**src/rtl/wdt_pkg.sv**
```systemverilog
package wdt_pkg;
  typedef enum logic [2:0] {
    REG_CTRL = 3'd0,
    REG_TC   = 3'd1,
    REG_FEED = 3'd2,
    REG_CNT  = 3'd3,
    REG_WARN = 3'd4,
    REG_WIN  = 3'd5
  } reg_addr_e;

  localparam logic [7:0] KEY_FIRST  = 8'hAA;
  localparam logic [7:0] KEY_SECOND = 8'h55;

  localparam int CTRL_EN   = 0;
  localparam int CTRL_PROT = 1;
  localparam int CTRL_TOUT = 2;
  localparam int CTRL_WARN = 3;
  localparam int CTRL_RUN  = 4;
endpackage

```
**src/rtl/wdt_prescale.sv**
```systemverilog
module wdt_prescale #(
  parameter int unsigned DIV = 4
) (
  input  logic clk_i,
  input  logic rst_ni,
  input  logic clr_i,
  input  logic run_i,
  output logic tick_o
);
  localparam int PW = (DIV > 1) ? $clog2(DIV) : 1;
  localparam logic [PW-1:0] LAST = PW'(DIV - 1);

  logic [PW-1:0] pre_q;

  assign tick_o = run_i && (pre_q == LAST);

  always_ff @(posedge clk_i or negedge rst_ni) begin
    if (!rst_ni)          pre_q <= '0;
    else if (clr_i)       pre_q <= '0;
    else if (run_i)       pre_q <= (pre_q == LAST) ? '0 : pre_q + PW'(1);
  end

  generate
    if (DIV > 1) begin : g_chk
      assert_tick_gap_R4: assert property (@(posedge clk_i) disable iff (!rst_ni)
        tick_o |=> !tick_o);
    end
  endgenerate
endmodule

```
**src/rtl/wdt_down_cnt.sv**
```systemverilog
module wdt_down_cnt #(
  parameter int unsigned CNT_W = 24
) (
  input  logic             clk_i,
  input  logic             rst_ni,
  input  logic             clr_i,
  input  logic             load_i,
  input  logic [CNT_W-1:0] load_val_i,
  input  logic             tick_i,
  output logic [CNT_W-1:0] cnt_o,
  output logic             expire_o
);
  logic [CNT_W-1:0] cnt_q;

  assign cnt_o    = cnt_q;
  assign expire_o = tick_i && (cnt_q == CNT_W'(1));

  always_ff @(posedge clk_i or negedge rst_ni) begin
    if (!rst_ni)                       cnt_q <= '1;
    else if (clr_i)                    cnt_q <= '1;
    else if (load_i)                   cnt_q <= load_val_i;
    else if (tick_i && cnt_q != '0)    cnt_q <= cnt_q - CNT_W'(1);
  end

  assert_step_R4: assert property (@(posedge clk_i) disable iff (!rst_ni)
    (tick_i && !load_i && !clr_i && cnt_q != '0) |=> (cnt_q == $past(cnt_q) - CNT_W'(1)));
  assert_load_R6: assert property (@(posedge clk_i) disable iff (!rst_ni)
    (load_i && !clr_i) |=> (cnt_q == $past(load_val_i)));
endmodule

```
**src/rtl/wdt_feed_seq.sv**
```systemverilog
module wdt_feed_seq (
  input  logic       clk_i,
  input  logic       rst_ni,
  input  logic       clr_i,
  input  logic       feed_wr_i,
  input  logic       other_acc_i,
  input  logic [7:0] key_i,
  output logic       ok_o,
  output logic       bad_o
);
  import wdt_pkg::*;

  typedef enum logic {FS_IDLE, FS_ARMED} feed_st_e;
  feed_st_e st_q, st_d;

  always_comb begin
    st_d  = st_q;
    ok_o  = 1'b0;
    bad_o = 1'b0;
    unique case (st_q)
      FS_IDLE: if (feed_wr_i) begin
        if (key_i == KEY_FIRST) st_d = FS_ARMED;
        else                    bad_o = 1'b1;
      end
      FS_ARMED: begin
        if (feed_wr_i) begin
          st_d = FS_IDLE;
          if (key_i == KEY_SECOND) ok_o = 1'b1;
          else                     bad_o = 1'b1;
        end else if (other_acc_i) begin
          st_d  = FS_IDLE;
          bad_o = 1'b1;
        end
      end
      default: st_d = FS_IDLE;
    endcase
  end

  always_ff @(posedge clk_i or negedge rst_ni) begin
    if (!rst_ni)    st_q <= FS_IDLE;
    else if (clr_i) st_q <= FS_IDLE;
    else            st_q <= st_d;
  end

  assert_ok_bad_excl_R8: assert property (@(posedge clk_i) disable iff (!rst_ni)
    $onehot0({ok_o, bad_o}));
  assert_ok_needs_arm_R6: assert property (@(posedge clk_i) disable iff (!rst_ni)
    ok_o |-> (st_q == FS_ARMED));
endmodule

```
**src/rtl/win_watchdog.sv**
```systemverilog
module win_watchdog #(
  parameter int unsigned CNT_W   = 24,
  parameter int unsigned PRE_DIV = 4,
  parameter int unsigned MIN_TC  = 256
) (
  input  logic             clk_i,
  input  logic             rst_ni,
  input  logic             req_i,
  input  logic             we_i,
  input  logic [2:0]       addr_i,
  input  logic [CNT_W-1:0] wdata_i,
  output logic [CNT_W-1:0] rdata_o,
  output logic             irq_o,
  output logic             rst_req_o
);
  import wdt_pkg::*;

  localparam logic [CNT_W-1:0] TC_FLOOR = CNT_W'(MIN_TC);

  logic en_q, prot_q, run_q, tout_q, warn_q, rst_req_q;
  logic [CNT_W-1:0] tc_q, warn_cmp_q, win_q, cnt, tc_next, ctrl_rd;
  logic wr, wr_ctrl, wr_tc, wr_feed, wr_warn, wr_win, other_acc;
  logic feed_ok, feed_bad, tick, expire;
  logic seq_trip, win_trip, to_trip, trip, feed_load, tc_wr_ok;

  assign wr        = req_i && we_i;
  assign wr_ctrl   = wr && (addr_i == REG_CTRL);
  assign wr_tc     = wr && (addr_i == REG_TC);
  assign wr_feed   = wr && (addr_i == REG_FEED);
  assign wr_warn   = wr && (addr_i == REG_WARN);
  assign wr_win    = wr && (addr_i == REG_WIN);
  assign other_acc = req_i && !wr_feed;

  wdt_feed_seq u_feed (
    .clk_i, .rst_ni, .clr_i(trip), .feed_wr_i(wr_feed), .other_acc_i(other_acc),
    .key_i(wdata_i[7:0]), .ok_o(feed_ok), .bad_o(feed_bad)
  );

  wdt_prescale #(.DIV(PRE_DIV)) u_pre (
    .clk_i, .rst_ni, .clr_i(feed_load | trip), .run_i(run_q), .tick_o(tick)
  );

  wdt_down_cnt #(.CNT_W(CNT_W)) u_cnt (
    .clk_i, .rst_ni, .clr_i(trip), .load_i(feed_load), .load_val_i(tc_q),
    .tick_i(tick), .cnt_o(cnt), .expire_o(expire)
  );

  assign seq_trip  = en_q && feed_bad;
  assign win_trip  = en_q && run_q && feed_ok && (cnt > win_q);
  assign to_trip   = run_q && expire;
  assign trip      = seq_trip || win_trip || to_trip;
  assign feed_load = en_q && feed_ok && !trip;
  assign tc_wr_ok  = wr_tc && (!prot_q || cnt <= warn_cmp_q);
  assign tc_next   = (wdata_i < TC_FLOOR) ? TC_FLOOR : wdata_i;

  always_ff @(posedge clk_i or negedge rst_ni) begin
    if (!rst_ni) begin
      en_q <= 1'b0; prot_q <= 1'b0; run_q <= 1'b0; tout_q <= 1'b0; warn_q <= 1'b0;
      rst_req_q <= 1'b0;
      tc_q <= '1; warn_cmp_q <= '0; win_q <= '1;
    end else begin
      rst_req_q <= trip;
      if (trip) begin
        // watchdog reset: everything back to defaults except the cause flag
        en_q <= 1'b0; prot_q <= 1'b0; run_q <= 1'b0; warn_q <= 1'b0; tout_q <= 1'b1;
        tc_q <= '1; warn_cmp_q <= '0; win_q <= '1;
      end else begin
        if (wr_ctrl && wdata_i[CTRL_EN])   en_q   <= 1'b1;
        if (wr_ctrl && wdata_i[CTRL_PROT]) prot_q <= 1'b1;
        if (wr_ctrl && wdata_i[CTRL_TOUT]) tout_q <= 1'b0;
        if (run_q && cnt == warn_cmp_q)    warn_q <= 1'b1;
        else if (wr_ctrl && wdata_i[CTRL_WARN]) warn_q <= 1'b0;
        if (tc_wr_ok) tc_q       <= tc_next;
        if (wr_warn)  warn_cmp_q <= wdata_i;
        if (wr_win)   win_q      <= wdata_i;
        if (feed_load) run_q     <= 1'b1;
      end
    end
  end

  always_comb begin
    ctrl_rd            = '0;
    ctrl_rd[CTRL_EN]   = en_q;
    ctrl_rd[CTRL_PROT] = prot_q;
    ctrl_rd[CTRL_TOUT] = tout_q;
    ctrl_rd[CTRL_WARN] = warn_q;
    ctrl_rd[CTRL_RUN]  = run_q;
  end

  always_comb begin
    case (addr_i)
      REG_CTRL: rdata_o = ctrl_rd;
      REG_TC:   rdata_o = tc_q;
      REG_CNT:  rdata_o = cnt;
      REG_WARN: rdata_o = warn_cmp_q;
      REG_WIN:  rdata_o = win_q;
      default:  rdata_o = '0;
    endcase
  end

  assign irq_o     = warn_q;
  assign rst_req_o = rst_req_q;

  assert_tc_floor_R2: assert property (@(posedge clk_i) disable iff (!rst_ni)
    tc_q >= TC_FLOOR);
  assert_en_lock_R3: assert property (@(posedge clk_i) disable iff (!rst_ni)
    (en_q && !trip) |=> en_q);
  assert_prot_lock_R3: assert property (@(posedge clk_i) disable iff (!rst_ni)
    (prot_q && !trip) |=> prot_q);
  assert_req_pulse_R5: assert property (@(posedge clk_i) disable iff (!rst_ni)
    rst_req_q |=> !rst_req_q);
  assert_window_R7: assert property (@(posedge clk_i) disable iff (!rst_ni)
    (en_q && run_q && feed_ok && cnt > win_q) |=> rst_req_q);
  assert_seq_R8: assert property (@(posedge clk_i) disable iff (!rst_ni)
    (en_q && feed_bad) |=> rst_req_q);
  assert_protect_R10: assert property (@(posedge clk_i) disable iff (!rst_ni)
    (prot_q && wr_tc && cnt > warn_cmp_q && !trip) |=> $stable(tc_q));
  assert_wd_reset_R11: assert property (@(posedge clk_i) disable iff (!rst_ni)
    rst_req_q |-> (!en_q && !run_q && tout_q && !warn_q));
endmodule

```
**config.mk**
```make
export PLATFORM = sky130hd
export DESIGN_NAME = win_watchdog
export DESIGN_NICKNAME = d
export VERILOG_FILES = /design/src/rtl/wdt_pkg.sv /design/src/rtl/wdt_prescale.sv /design/src/rtl/wdt_down_cnt.sv /design/src/rtl/wdt_feed_seq.sv /design/src/rtl/win_watchdog.sv
export SDC_FILE = /design/constraint.sdc
export NUM_CORES = 1
export LEC_CHECK = 0
export ABC_AREA = 1
export BUFFER_PORTS_ARGS = -buffer_cell sky130_fd_sc_hd__buf_2
export CAP_MARGIN = 15
export CORE_MARGIN = 4
export CORE_UTILIZATION = 30
export CTS_CLUSTER_DIAMETER = 120
export DETAILED_ROUTE_END_ITERATION = 6
export PLACE_DENSITY_LB_ADDON = 0.2
export SYNTH_ARGS = -nofsm -noshare
export SYNTH_HDL_FRONTEND = slang
export SYNTH_HIERARCHICAL = 1
export SYNTH_SLANG_ARGS = --single-unit
```
**constraint.sdc**
```tcl
create_clock -name clk_i -period 6.05 [get_ports clk_i]
set_input_delay 0.605 -clock clk_i [delete_from_list [all_inputs] [get_ports clk_i]]
set_output_delay 0.605 -clock clk_i [all_outputs]
set_load 0.03 [all_outputs]
```
==> flow_metrics.py <==
metrics = {
    "power_and_ir_drop": {
        "leakage_uw": 0.004050,
        "power.switching_uw": 992.3,
        "intPower_uw": 1564,
        "switching_share_pct": 38.82,
        "p_per_area_nw_per_um2": 303.2,
        "seqPwrFrac_pct": 44.4,
        "comb_power_share_pct": 32.2,
        "clkPwrFrac_pct": 23.3,
        "vdd_drop_max_mv": 0.1475,
        "finalPower_uw": 2556,
    },
    "routing": {
        "dr.first_iter.drc_count": 606,
        "dr_total_vias": 7313,
        "routed_wl_um": 25770,
        "vias_per_cell": 5.143,
        "route.detailed.drc": 0,
        "drtAntennaViolNets": 0,
        "routedWlPerCell_um": 18.13,
        "dr.pass1.iters": 5,
    },
    "synthesis": {
        "ys.flop_type": "dfstp_2",
        "synth_top_cell_by_area": "dfstp_2",
        "ys_seq_area_share_pct": 35.66,
        "syn_area_per_cell_um2": 7.183,
        "synth_top_area_share_pct": 24.82,
        "syn_area_um2": 7621,
        "async_flop_share_pct": 100.0,
        "yosys_warnings": 6,
        "ys_seq_elements": 105,
        "ys_top_cells_by_count": "299 x nand2_1, 130 x inv_1, 90 x nand3_1",
        "ys_top_cells_by_area": "dfstp_2 25%, nand2_1 15%, dfrtp_1 11%",
        "synth.distinct_cells": 37,
        "synth_edf_count": 0,
        "netlist_instances": 1061,
        "yosysMostFrequentCell": "nand2_1",
        "syn_nets": 1144,
    },
    "placed_design": {
        "dp_hpwl_um": 19270,
        "numPortBuffers": 56,
        "gp_congestion": 0.8585,
    },
    "cells_and_area": {
        "multi_input_area_um2": 4159,
        "n_fill_cell": 2834,
        "seqCellArea_um2": 2718,
        "area_growth_pct": 10.64,
        "nNetsFinal": 1170,
        "drive_above_1_share_pct": 17.58,
        "num_antenna_cells": 0,
    },
    "cts": {
        "h-tree-depth": 3,
        "ctsResizeCount": 0,
        "cts_root_buffer": "clkbuf_16",
        "cts_hold_buf": 0,
        "cts_tree": "done",
        "cts_max_path_buffers": 2,
        "cts_inserted_buffers": 9,
        "cts_sinks": 105,
        "post_cts_buffers": 0,
        "clk_pin_slew_worst_paths_ps": 80,
        "insertion_delay_ps": 360,
    },
    "worst_setup_path": {
        "crit_type": "input port to flip-flop",
        "required_ps": 6350,
        "startpoint_type": "input port",
        "cp_max_fo": 52,
        "critical_path_arrival_ps": 4550,
        "end_kind": "flip-flop",
    },
    "sta": {
        "max_freq_ghz": 0.2354,
        "rsz0062_at_grt": "no",
        "hold_violations": 0,
        "finalSetupViolations": 0,
        "slew_headroom_pct": 35.56,
        "fin_skew_ps": 12.37,
        "slew_viol_final": 0,
        "period_share_pct": 70.23,
        "worst_pin_slew_ps": 963.9,
        "final.setup.tns_ps": 0,
        "period_minus_slack_ps": 4249,
    },
    "global_routing": {
        "grt_pass1_vias": 7206,
        "grt_overflow": 0,
        "grt_max_degree": 58,
        "antenna_found_initial": 0,
        "grt_pass1_wl_um": 41300,
        "grt_usage_pct": 18.52,
    },
    "floorplan": {
        "die_area_um2": 28020,
        "die_w_um": 167.4,
        "rows": 58,
        "initial_utilization_pct": 30.35,
        "num_io_pins": 57,
        "core_area_um2": 25110,
        "die_h_um": 167.4,
    },
    "outcome": {
        "status": "complete, no violations",
    },
    "worst_hold_path": {
        "min_path_type": "input port to async pin",
    },
    "job": {
        "maxCapViolations": 0,
    },
}
worst max-delay path: stages:
cell	delay (ps)
buf_2	410
nand2_1	220
nor4_1	450
nand2_1	100
nor2_1	90
nand4_1	110
nor2_1	160
nand3_1	100
a21oi_1	310
nand2_2	370
nand2_2	180
buf_4	540
nor2_2	200
nand2_4	410
nand2_1	100
nor2_1	120
nor2_1	40
path summary, 6_finish.rpt:
path / startpoint / end / slack (ps) / cells after the start
max in group asynchronous: rst_ni / warn_cmp_q[10]$_DFFE_PN0P_ / 4560 / 2
setup / recovery: req_i / u_cnt/cnt_o[17]$_DFFE_PN1P_ / 1800 / 17
min in group clk_i: u_pre/pre_q[1]$_DFFE_PN0P_ / u_pre/pre_q[1]$_DFFE_PN0P_ / 480 / 2
hold / removal: rst_ni / irq_o$_DFFE_PN0P_ / 330 / 1
hold reg to reg: u_pre/pre_q[1]$_DFFE_PN0P_ / u_pre/pre_q[1]$_DFFE_PN0P_ / 480 / 2
setup reg to reg: win_q[23]$_DFFE_PN1P_ / u_cnt/cnt_o[17]$_DFFE_PN1P_ / 2160 / 16
kinds of logic after synthesis:
| logic type | synth area share (%) |
|---|---|
| and+or+nand+nor | 30.90 |
| buffers and inverters | 9.900 |
| AOI/OAI and AO/OA | 15.01 |
| DFF | 35.66 |
| adders and majority gates | 8.537 |
stage by stage:
step	area [um^2]	setup slack, ps	hold slack (ps)	util (%)	cells
floorplan	7621	2655	309.4	-	1061
global placement	8143	1708	463.3	32.43	1406
detailed placement	8143	1533	472.7	32.43	1406
CTS	8432	1908	362.0	33.58	1422
global route	8432	1275	386.9	33.58	1422
finish	8432	1801	331.8	33.58	1422
area by class of cell:
cell class,instances,area share (%)
clock inverters,6,0.5936
inverters,136,6.054
clock buffers,10,2.834
flip-flops and latches,105,32.23
repair buffers,64,4.066
well taps,330,4.897
multi-input cells,771,49.32
per-layer routing:
metal / wire length, um / share of wire [%] / track usage, % / vias up
li1: - / - / - / 3590
met1: 11450 / 44 / 24.46 / 3510
met2: 12670 / 49 / 31.92 / 188
met3: 1209 / 4.7 / 2.951 / 25
met4: 445 / 1.7 / 4.375 / 0
met5: 0 / 0 / 0 / -
registers in the layout (all words and copies together) (netlist names):
name         flops
irq_o            1
win_q           24
prot_q           1
u_feed/st_q      1
u_cnt/cnt_o     24
tout_q           1
warn_cmp_q      24
en_q             1
rst_req_o        1
tc_q            24
u_pre/pre_q      2
run_q            1
power by group through the flow:
stage	clock network, uW	logic, uW	registers (uW)
2_1_floorplan	0	615	1070
5_1_grt	641	957	1160
3_3_place_gp	0	814	1150
3_5_place_dp	0	824	1150
4_1_cts	613	829	1140
6_report	596	824	1140
cell usage in the layout (no fill, tap or decap), drive strengths merged:
cell type	Yosys	layout
a21o	3	3
a21oi	73	73
a221oi	4	4
a22oi	20	20
buf	25	64
clkbuf	24	10
clkinv	1	4
clkinvlp	0	1
dfrtp	33	33
dfstp	72	72
ha	52	52
inv	135	137
nand2	307	307
nand3	92	92
nand4	34	34
nor2	93	93
nor3	9	9
nor4	4	4
o2111ai	1	1
o211ai	21	21
o21a	1	1
o21ai	32	32
o221ai	19	19
o22ai	4	4
o31ai	2	2
Power figures use the tool's default switching activity.
